--- src/rtl/tmr_chan_pkg.sv ---
package tmr_chan_pkg;

  typedef enum logic [2:0] {
    CH_OFF, CH_CAPTURE, CH_COMPARE, CH_PULSE, CH_PWM
  } ch_kind_e;

  // compare action, ordered to match the edge/level field in function 01
  typedef enum logic [1:0] {
    ACT_NONE, ACT_TOGGLE, ACT_CLEAR, ACT_SET
  } cmp_act_e;

  typedef struct packed {
    ch_kind_e kind;
    logic     cap_rise;
    logic     cap_fall;
    cmp_act_e act;
    logic     lvl;   // pulse level or PWM active level
    logic     idle;  // level driven on entering pulse/PWM mode
  } ch_cfg_t;

  function automatic ch_cfg_t decode_mode(input logic [1:0] func, input logic [1:0] lvl);
    ch_cfg_t c;
    c.kind     = CH_OFF;
    c.cap_rise = 1'b0;
    c.cap_fall = 1'b0;
    c.act      = ACT_NONE;
    c.lvl      = 1'b1;
    c.idle     = 1'b0;
    unique case (func)
      2'b00: begin
        if (lvl != 2'b00) c.kind = CH_CAPTURE;
        c.cap_rise = lvl[0];
        c.cap_fall = lvl[1];
      end
      2'b01: begin
        c.kind = CH_COMPARE;
        c.act  = cmp_act_e'(lvl);
      end
      2'b10: begin
        if (lvl != 2'b00) c.kind = CH_PWM;
        c.lvl  = (lvl == 2'b10);
        c.idle = ~c.lvl;
      end
      default: begin
        if (lvl == 2'b10 || lvl == 2'b01) begin
          c.kind = CH_PULSE;
          c.lvl  = lvl[1];
          c.idle = ~lvl[1];
        end else begin
          c.kind = CH_COMPARE;
        end
      end
    endcase
    return c;
  endfunction

endpackage

--- src/rtl/tmr_chan_capture.sv ---
module tmr_chan_capture (
  input  logic clk,
  input  logic rst_n,
  input  logic armed,
  input  logic rise_en,
  input  logic fall_en,
  input  logic pin,
  output logic cap_evt
);
  logic pin_q;

  always_ff @(posedge clk or negedge rst_n) begin
    if (!rst_n) pin_q <= 1'b0;
    else        pin_q <= pin;
  end

  always_comb begin
    cap_evt = armed & ((rise_en & pin & ~pin_q) | (fall_en & ~pin & pin_q));
  end
endmodule

--- src/rtl/tmr_chan_value.sv ---
module tmr_chan_value #(
  parameter int W        = 16,
  parameter bit BUFFERED = 1'b1
) (
  input  logic         clk,
  input  logic         rst_n,
  input  logic         wr,
  input  logic [W-1:0] wdata,
  input  logic         cap_evt,
  input  logic [W-1:0] cnt_val,
  input  logic         reload,   // tick carrying the period boundary
  input  logic         pwm,
  output logic [W-1:0] cur,
  output logic [W-1:0] cmp_eff
);
  generate
    if (BUFFERED) begin : g_buf
      logic [W-1:0] shadow;

      always_ff @(posedge clk or negedge rst_n) begin
        if (!rst_n) begin
          shadow <= '0;
          cur    <= '0;
        end else begin
          if (wr)           shadow <= wdata;
          else if (cap_evt) shadow <= cnt_val;

          if (cap_evt)               cur <= cnt_val;
          else if (wr && !pwm)       cur <= wdata;
          else if (pwm && reload)    cur <= shadow;
        end
      end

      always_comb cmp_eff = (pwm && reload) ? shadow : cur;
    end else begin : g_direct
      always_ff @(posedge clk or negedge rst_n) begin
        if (!rst_n)       cur <= '0;
        else if (cap_evt) cur <= cnt_val;
        else if (wr)      cur <= wdata;
      end

      always_comb cmp_eff = cur;
    end
  endgenerate
endmodule

--- src/rtl/tmr_chan_outgen.sv ---
module tmr_chan_outgen
  import tmr_chan_pkg::*;
(
  input  logic    clk,
  input  logic    rst_n,
  input  ch_cfg_t cfg_q,
  input  ch_cfg_t cfg_new,
  input  logic    cfg_wr,
  input  logic    tick,
  input  logic    wrap,
  input  logic    down,
  input  logic    updown,
  input  logic    match,
  output logic    out
);
  logic pend;
  logic going_up;

  always_comb going_up = !(updown && down);

  always_ff @(posedge clk or negedge rst_n) begin
    if (!rst_n) begin
      out  <= 1'b0;
      pend <= 1'b0;
    end else if (cfg_wr) begin
      pend <= 1'b0;
      if (cfg_new.kind == CH_PWM || cfg_new.kind == CH_PULSE) out <= cfg_new.idle;
    end else begin
      unique case (cfg_q.kind)
        CH_COMPARE: begin
          if (match) begin
            unique case (cfg_q.act)
              ACT_TOGGLE: out <= ~out;
              ACT_CLEAR:  out <= 1'b0;
              ACT_SET:    out <= 1'b1;
              default:    out <= out;
            endcase
          end
        end
        CH_PULSE: begin
          if (match) begin
            out  <= cfg_q.lvl;
            pend <= 1'b1;
          end else if (tick && pend) begin
            out  <= ~cfg_q.lvl;
            pend <= 1'b0;
          end
        end
        CH_PWM: begin
          if (match && going_up)  out <= ~cfg_q.lvl;
          else if (match)         out <= cfg_q.lvl;
          else if (tick && wrap)  out <= cfg_q.lvl;
        end
        default: ;
      endcase
    end
  end
endmodule

--- src/rtl/tmr_chan.sv ---
module tmr_chan
  import tmr_chan_pkg::*;
#(
  parameter int W        = 16,
  parameter bit BUFFERED = 1'b1
) (
  input  logic         clk,
  input  logic         rst_n,
  input  logic [W-1:0] cnt_val,
  input  logic         cnt_tick,
  input  logic         cnt_wrap,
  input  logic         cnt_down,
  input  logic         cnt_updown,
  input  logic         cfg_wr,
  input  logic [1:0]   cfg_func,
  input  logic [1:0]   cfg_lvl,
  input  logic         ie_wr,
  input  logic         ie_in,
  input  logic         val_wr,
  input  logic [W-1:0] val_in,
  input  logic         flag_clr,
  input  logic         cap_in,
  output logic         chan_out,
  output logic [W-1:0] chan_val,
  output logic         chan_flag,
  output logic         chan_irq
);
  ch_cfg_t      cfg_q, cfg_new;
  ch_kind_e     cur_kind;
  logic         ie_q;
  logic         cap_evt;
  logic         match;
  logic         flag_set;
  logic         is_pwm;
  logic         reload;
  logic [W-1:0] cmp_eff;

  always_comb begin
    cfg_new  = decode_mode(cfg_func, cfg_lvl);
    cur_kind = cfg_q.kind;
    is_pwm   = (cfg_q.kind == CH_PWM);
    reload   = cnt_tick && cnt_wrap;
    match    = cnt_tick && (cnt_val == cmp_eff) &&
               (cfg_q.kind inside {CH_COMPARE, CH_PULSE, CH_PWM});
    flag_set = cap_evt | match;
  end

  always_ff @(posedge clk or negedge rst_n) begin
    if (!rst_n) begin
      cfg_q     <= decode_mode(2'b00, 2'b00);
      ie_q      <= 1'b0;
      chan_flag <= 1'b0;
    end else begin
      if (cfg_wr)        cfg_q <= cfg_new;
      if (ie_wr)         ie_q  <= ie_in;
      if (flag_set)      chan_flag <= 1'b1;
      else if (flag_clr) chan_flag <= 1'b0;
    end
  end

  always_comb chan_irq = chan_flag & ie_q;

  tmr_chan_capture u_cap (
    .clk     (clk),
    .rst_n   (rst_n),
    .armed   (cfg_q.kind == CH_CAPTURE),
    .rise_en (cfg_q.cap_rise),
    .fall_en (cfg_q.cap_fall),
    .pin     (cap_in),
    .cap_evt (cap_evt)
  );

  tmr_chan_value #(.W(W), .BUFFERED(BUFFERED)) u_val (
    .clk     (clk),
    .rst_n   (rst_n),
    .wr      (val_wr),
    .wdata   (val_in),
    .cap_evt (cap_evt),
    .cnt_val (cnt_val),
    .reload  (reload),
    .pwm     (is_pwm),
    .cur     (chan_val),
    .cmp_eff (cmp_eff)
  );

  tmr_chan_outgen u_out (
    .clk     (clk),
    .rst_n   (rst_n),
    .cfg_q   (cfg_q),
    .cfg_new (cfg_new),
    .cfg_wr  (cfg_wr),
    .tick    (cnt_tick),
    .wrap    (cnt_wrap),
    .down    (cnt_down),
    .updown  (cnt_updown),
    .match   (match),
    .out     (chan_out)
  );
endmodule

--- config.mk ---
export PLATFORM = sky130hd
export DESIGN_NAME = tmr_chan
export DESIGN_NICKNAME = d
export VERILOG_FILES = /design/src/rtl/tmr_chan_pkg.sv /design/src/rtl/tmr_chan_capture.sv /design/src/rtl/tmr_chan_value.sv /design/src/rtl/tmr_chan_outgen.sv /design/src/rtl/tmr_chan.sv
export SDC_FILE = /design/constraint.sdc
export NUM_CORES = 1
export LEC_CHECK = 0
export BUFFER_PORTS_ARGS = -buffer_cell sky130_fd_sc_hd__buf_2
export CORE_MARGIN = 2
export CORE_UTILIZATION = 25
export DETAILED_ROUTE_END_ITERATION = 16
export HOLD_SLACK_MARGIN = 0.12
export PLACE_DENSITY = 0.53
export SLEW_MARGIN = 0
export SYNTH_ARGS = -nofsm -noshare
export SYNTH_HDL_FRONTEND = slang
export SYNTH_SLANG_ARGS = --single-unit
--- constraint.sdc ---
create_clock -name clk -period 5.8 [get_ports clk]
set_input_delay 0.87 -clock clk [delete_from_list [all_inputs] [get_ports clk]]
set_output_delay 0.87 -clock clk [all_outputs]
set_load 0.05 [all_outputs]
=== Word level (Yosys, flattened, before mapping) ===
Index checks and enable logic that the tools add are counted.

* Register bits after elaboration: 45
* Bits of input ports: 48
* Output and inout port bits: 19
* Logic and storage cells: 97

* Eq/ne operators: 19
* Multiplexer cells: 29
* Bitwise gates (word level): 14
* Reduce and logical (&&, ||, !) cells: 23

{| class="wikitable"
|+ Operators with widths
! operator !! number
|-
| $mux 16 || 5
|-
| $eq 16x16->1 || 1
|-
| $mux 1 || 16
|-
| $ne 5x2->1 const B || 2
|-
| $eq 3x2->1 const B || 3
|-
| $pmux 3 s3 || 1
|-
| $eq 2x2->1 const B || 4
|-
| $logic_and 1x1->1 || 8
|-
| $reduce_bool 2->1 || 4
|-
| $and 1x1->1 || 6
|-
| $eq 2x1->1 const B || 3
|-
| $eq 3x3->1 const B || 2
|-
| $mux 2 || 3
|-
| $not 1->1 || 6
|-
| $pmux 1 s3 || 2
|-
| $reduce_and 6->1 || 1
|-
| $reduce_bool 3->1 || 2
|-
| $ne 4x2->1 const B || 1
|-
| $pmux 2 s2 || 1
|-
| $reduce_bool 4->1 || 1
|-
| $eq 3x1->1 const B || 1
|-
| $mux 3 || 1
|-
| $ne 3x2->1 const B || 1
|-
| $logic_not 1->1 || 2
|-
| other kinds (6) || 8
|}

=== Longest topological paths before layout ===
* Depth after elaboration: 10
* Depth in mapped cells: 9
* Mapped depth without buffers: 8

=== Cells and area by module ===
From an unflattened synthesis, not the netlist that was laid out.

* Cells, all modules: 268
* Area, all modules: 2857.7 um^2

{| class="wikitable"
|+ By module, submodules not included
! module !! instances !! cells each !! area an instance (um^2) !! sequential area each (um^2)
|-
| tmr_chan_value || 1 || 158 || 1775.5 || 800.8
|-
| tmr_chan || 1 || 75 || 792.0 || 276.5
|-
| tmr_chan_outgen || 1 || 31 || 244.0 || 50.0
|-
| tmr_chan_capture || 1 || 4 || 46.3 || 25.0
|}

=== Worst setup path before layout ===
No wires, ideal clock.

* Path kind: input -> register
* Start: in cnt_tick
* End: reg u_out.out
* Library setup time: 0.127 ns
* Data arrival time: 2.646 ns
* Required time: 5.673 ns
* Setup slack: 3.027 ns
* Stages on the path: 8
* Path buffers: 1
* Path through: and2_0 -> clkbuf_1 -> nand2_1 -> mux2i_1 -> a221o_1 -> o41a_1 -> a2111oi_2 -> o2bb2ai_1

* Longest elaborated chain between the ends: 10
* Elaborated cells between the ends (all ways): 17
* Those cells by class: 4 x eq/ne; 6 x mux; 7 x reduce/logical

{| class="wikitable"
|+ Ends and longest elaborated chain
! element !! RTL line !! RTL
|-
| start, declared || tmr_chan.sv:10 || <nowiki>input logic cnt_tick,</nowiki>
|-
| $logic_and 1x1->1 || tmr_chan_outgen.sv:52, tmr_chan.sv:42 ||
|-
| $logic_and 1x1->1 || tmr_chan_value.sv:34 || <nowiki>always_comb cmp_eff = (pwm && reload) ? shadow : cur;</nowiki>
|-
| $mux 16 || tmr_chan_value.sv:34 ||
|-
| $eq 16x16->1 || tmr_chan.sv:43 || <nowiki>match = cnt_tick && (cnt_val == cmp_eff) &&</nowiki>
|-
| $logic_and 1x1->1 (2 in series) || tmr_chan.sv:43 ||
|-
| $mux 1 or $logic_and 1x1->1 (tied branches) || tmr_chan_outgen.sv:51, tmr_chan_outgen.sv:50 ||
|-
| $mux 1 || tmr_chan_outgen.sv:50 || <nowiki>if (match && going_up) out <= ~cfg_q.lvl;</nowiki>
|-
| $pmux 1 s3 || tmr_chan_outgen.sv:29 || <nowiki>unique case (cfg_q.kind)</nowiki>
|-
| $mux 1 || tmr_chan_outgen.sv:25 || <nowiki>end else if (cfg_wr) begin</nowiki>
|-
| end signal, assigned || tmr_chan_outgen.sv:50 ||
|-
| end signal, assigned || tmr_chan_outgen.sv:51 || <nowiki>else if (match) out <= cfg_q.lvl;</nowiki>
|-
| end signal, assigned || tmr_chan_outgen.sv:52 || <nowiki>else if (tick && wrap) out <= cfg_q.lvl;</nowiki>
|-
| end, declared || tmr_chan_outgen.sv:14 || <nowiki>output logic out</nowiki>
|}

Several ways; a longest one is shown, not always the timed one.
A chain may end at the register's enable or synchronous reset.

=== Worst setup path after layout ===
Same ends and word-level chain as after synthesis.

==> metrics.sh <==
MAX_CAP_VIOLATIONS=0
CRITICAL_PATH.MAX_STAGE_DELAY_PS=560
FIN_CRIT_SH_PCT=55.1
HOLDCRITPATHCLASS='flop to flop'
FIN_HOLD_WS_PS=523
DRTANTENNAVIOLNETS=0
DRT-TOTAL-WL_MICRONS=8070
END_KIND='flop'
SYN-CELL-AREA_SQ_MM=0.00290
GP_ROUTABILITY_CONGESTION=0.814
DIE_H_MICRONS=112
TIMING.FINAL.HOLD_VIOLATIONS=0
VIAS_PER_INST=4.88
CRIT_REQUIRED_PS=5970
INSERTEDDIODECOUNT=0
EDFF_COUNT_SYNTH=0
FLOORPLAN.INITIALDENSITY_PCT=25.5
CRITICALPATHCATEGORY='primary input to flop'
TOTAL_POWER_PER_UNIT_CELL_AREA_mW_PER_MM2=266
FIN_NETS=454
CRITPATHSLOWESTCELL='nor4_2'
CP_CELL_SEQUENCE='buf_2, and2_0, nand2_1, mux2i_1, a221o_1, nor4_2, o21ai_0, o2bb2ai_1'
FIRST_GLOBAL_VIAS=2578
FILLCELLCOUNT=1218
ROOT_BUFFER='clkbuf_16'
RUN_STATUS='finished, final reports clean'
CRITICAL_PATH_MAXIMUM_FANOUT=18
VDD_IR_DROP_MAX_mV=0.108
FIN_TOTAL_PWR_mW=0.922
CTS_SINKS=45
DETAILEDROUTE.FIRSTPASSITERATIONCOUNT=4
TIMING.FINAL.MAX_SLEW_VIOLATIONS=0
MAX-SLEW-MARGIN-REL_PCT=33.6
SYNTHTOPCELLSBYAREA='dfrtp_1 38%, nand2_1 8.8%, o21ai_0 7.1%'
CTS_HTREE_LEVELS=2
DIE-AREA_SQ_MM=0.0125
OVERFLOW=0
NUMBER_OF_SETUP_VIOLATIONS_IN_THE_FINAL_REPORT=0
CTS-BUFFERS-INSERTED=5
WORST_SETUP_HOLD_PATH_CLK_SLEW_PS=70
FLOORPLAN.ROWS=39
SEQCELLAREA_SQ_MM=0.00113
SYNTH_TOP_AREA_CELL='dfrtp_1'
DRT_ITER0_MARKERS=180
PORT-BUFFER-COUNT=66
TIMING.FINAL.WS_SETUP_PS=2600
ANTENNA_FOUND_INITIAL=0
NETLIST.AREA_LEADER.SHARE_PCT=38.0
DESIGN.PORTCOUNT=67
CP.BUFFERS_INVERTERS=1
MULTI_INPUT_AREA_SQ_MM=0.00161
AREA_ADDED_BETWEEN_SYNTHESIS_AND_FINISH_PCT=19.6
ASYNC_RESET_FF_SHARE_PCT=100
POSTCTSSETUPBUFFERS=0
DIE_W_MICRONS=112
DOMINANTREGCELLSYNTH='dfrtp_1'
CLK_PATH_BUF_DEPTH=2
RATIO_OF_CELLS_WITH_DRIVE_ABOVE_1_IN_THE_FINAL_LAYOUT_PCT=21.1
FAMILY_WITH_THE_MOST_DELAY_ON_THE_WORST_PATH='simple AND/OR/NAND/NOR gates'
CTS-HOLD-FIX-BUFFERS=0
VIAS=2665
CORE_AREA_SQ_MM=0.0114
SYNTH_CELLS=350
GRT_MAX_DEGREE=50
CP.ARRIVAL_PS=3370
RSZ0062_AT_GRT='false'
FMAX_MHz=313
GRT_USE_TOTAL_PCT=13.1
CTS_REPAIR_RESIZE_COUNT=0
TIMING.SETUP.TNS_PS=0
WORST_SKEW_PAIR.LATE_LATENCY_PS=290
SYNTH.DISTINCT_CELLS=50
POST-DP-HPWL_MICRONS=5850
MAPPEDNETLISTNETS=402
FINALCLOCKSKEW_PS=5.58
WL_PER_CELL_MICRONS=14.8
SYNTH.YOSYS.WARNINGS=0
GRT_FIRST_PASS_WIRELENGTH_MICRONS=13300
AVG_CELL_AREA_SYN_SQ_UM=8.28
FIN_CRIT_PS=3200
SYNTH_SEQ_CELLS=45
POST_DETAILED_ROUTE_DRC_MARKER_COUNT=0
TRITONCTS='done'
SYNTH_SEQUENTIAL_AREA_RATIO_PCT=38.9
CELLLEAKAGEPOWER_nW=1.52
WORST_SETUP_PATH_START_KIND='primary input'
TIGHTESTPINTRANSITION_PS=996
DP_SLACK_PS=2300
where the power goes:
part           leakage [nW]  switching (mW)  internal (mW)
registers             0.555          0.0347          0.347
logic                 0.894           0.164         0.0829
clock network        0.0702           0.132          0.161
cells by family after synthesis:
family / count (synthesis) / share of synthesized area (%)
AO/OA/AOI/OAI: 109 / 22.6
XOR/XNOR: 15 / 4.53
adder cells (fa/ha/maj): 4 / 1.73
buffers and inverters: 39 / 5.61
flip-flops: 45 / 38.9
multiplexers: 22 / 7.73
AND/OR/NAND/NOR: 116 / 18.9
synth_stat cells, types with 3 or more instances:
| library cell | n |
|---|---|
| mux2_2 | 3 |
| nand2b_1 | 5 |
| xnor2_1 | 3 |
| nor3_1 | 6 |
| nor2_1 | 13 |
| a21oi_1 | 34 |
| ha_1 | 4 |
| a31oi_1 | 3 |
| o22ai_1 | 4 |
| dfrtp_1 | 44 |
| xor2_1 | 12 |
| buf_1 | 3 |
| o21ai_0 | 41 |
| nor2b_1 | 4 |
| mux2i_1 | 19 |
| nand2_1 | 68 |
| clkbuf_1 | 17 |
| and2_1 | 3 |
| nand3_1 | 6 |
| inv_1 | 16 |
worst reg2reg max path, cell delays in order (launching register included):
cell and delay (ps):
dfrtp_1 480, nor3b_4 440, nand2_1 540, mux2i_1 270, a221o_1 350, nor4_2 560, o21ai_0 180, o2bb2ai_1 150
state kept, by name, indices dropped and copies added (netlist names):
signal              cells
u_val.cur              16
u_val.g_buf.shadow     16
cfg_q                   5
cur_kind                3
chan_flag               1
ie_q                    1
u_cap.pin_q             1
u_out.out               1
u_out.pend              1
worst paths after layout:
kind / start / to / slack [ps] / depth (start not counted)
setup / recovery: cnt_tick / u_out.out / 2600 / 8
hold / removal: cfg_q[5] / cfg_q[5] / 520 / 2
setup reg to reg: cur_kind[1] / u_out.out / 2740 / 7
hold reg to reg: cfg_q[5] / cfg_q[5] / 520 / 2
max in group asynchronous: rst_n / cur_kind[1] / 4730 / 2
min in group asynchronous: rst_n / u_val.cur[13] / 670 / 2
per-stage QoR:
stage	area, sq um	std cells	util, %
after floorplan	2900	350	-
after global placement	3320	538	29.2
after detailed placement	3320	538	29.2
after CTS	3470	546	30.5
after global routing	3470	546	30.5
final	3470	546	30.5
cells in the final DEF (no fill, tap or decap), drive strengths merged, types with 2 or more instances in the layout:
cell type	synthesis	final
mux2i	19	19
nor2	14	14
a21oi	34	34
and3	2	2
xnor2	3	3
a21o	2	2
inv	16	17
o21a	2	2
nor3	6	6
mux2	3	3
a22o	2	2
o22ai	4	4
a2111oi	3	3
dfrtp	44	44
or3	2	2
o221ai	2	2
nand2b	5	5
a31oi	3	3
xor2	12	12
a211oi	2	2
nand4b	2	2
o211ai	2	2
nor2b	4	4
o21ai	41	41
nand2	68	68
ha	4	4
clkbuf	17	5
o32ai	2	2
nand3	6	6
buf	6	68
and2	4	4
layout make-up:
| type | instances | area share [%] |
|---|---|---|
| clock inverters | 3 | 0.613 |
| well taps | 143 | 5.16 |
| inverters | 16 | 1.73 |
| flip-flops and latches | 45 | 32.5 |
| repair buffers | 68 | 9.96 |
| multi-input cells | 266 | 46.4 |
| clock buffers | 5 | 3.61 |
layer usage:
| metal | global-route usage, % | vias up | share of wire (%) |
|---|---|---|---|
| met5 | 0 | - | 0 |
| met4 | 3.29 | 0 | 1.3 |
| met3 | 2.50 | 8 | 5.8 |
| met2 | 20.3 | 77 | 45 |
| met1 | 18.9 | 1252 | 47 |
| li1 | - | 1328 | - |
No activity file was read; power rests on OpenSTA's default activity.
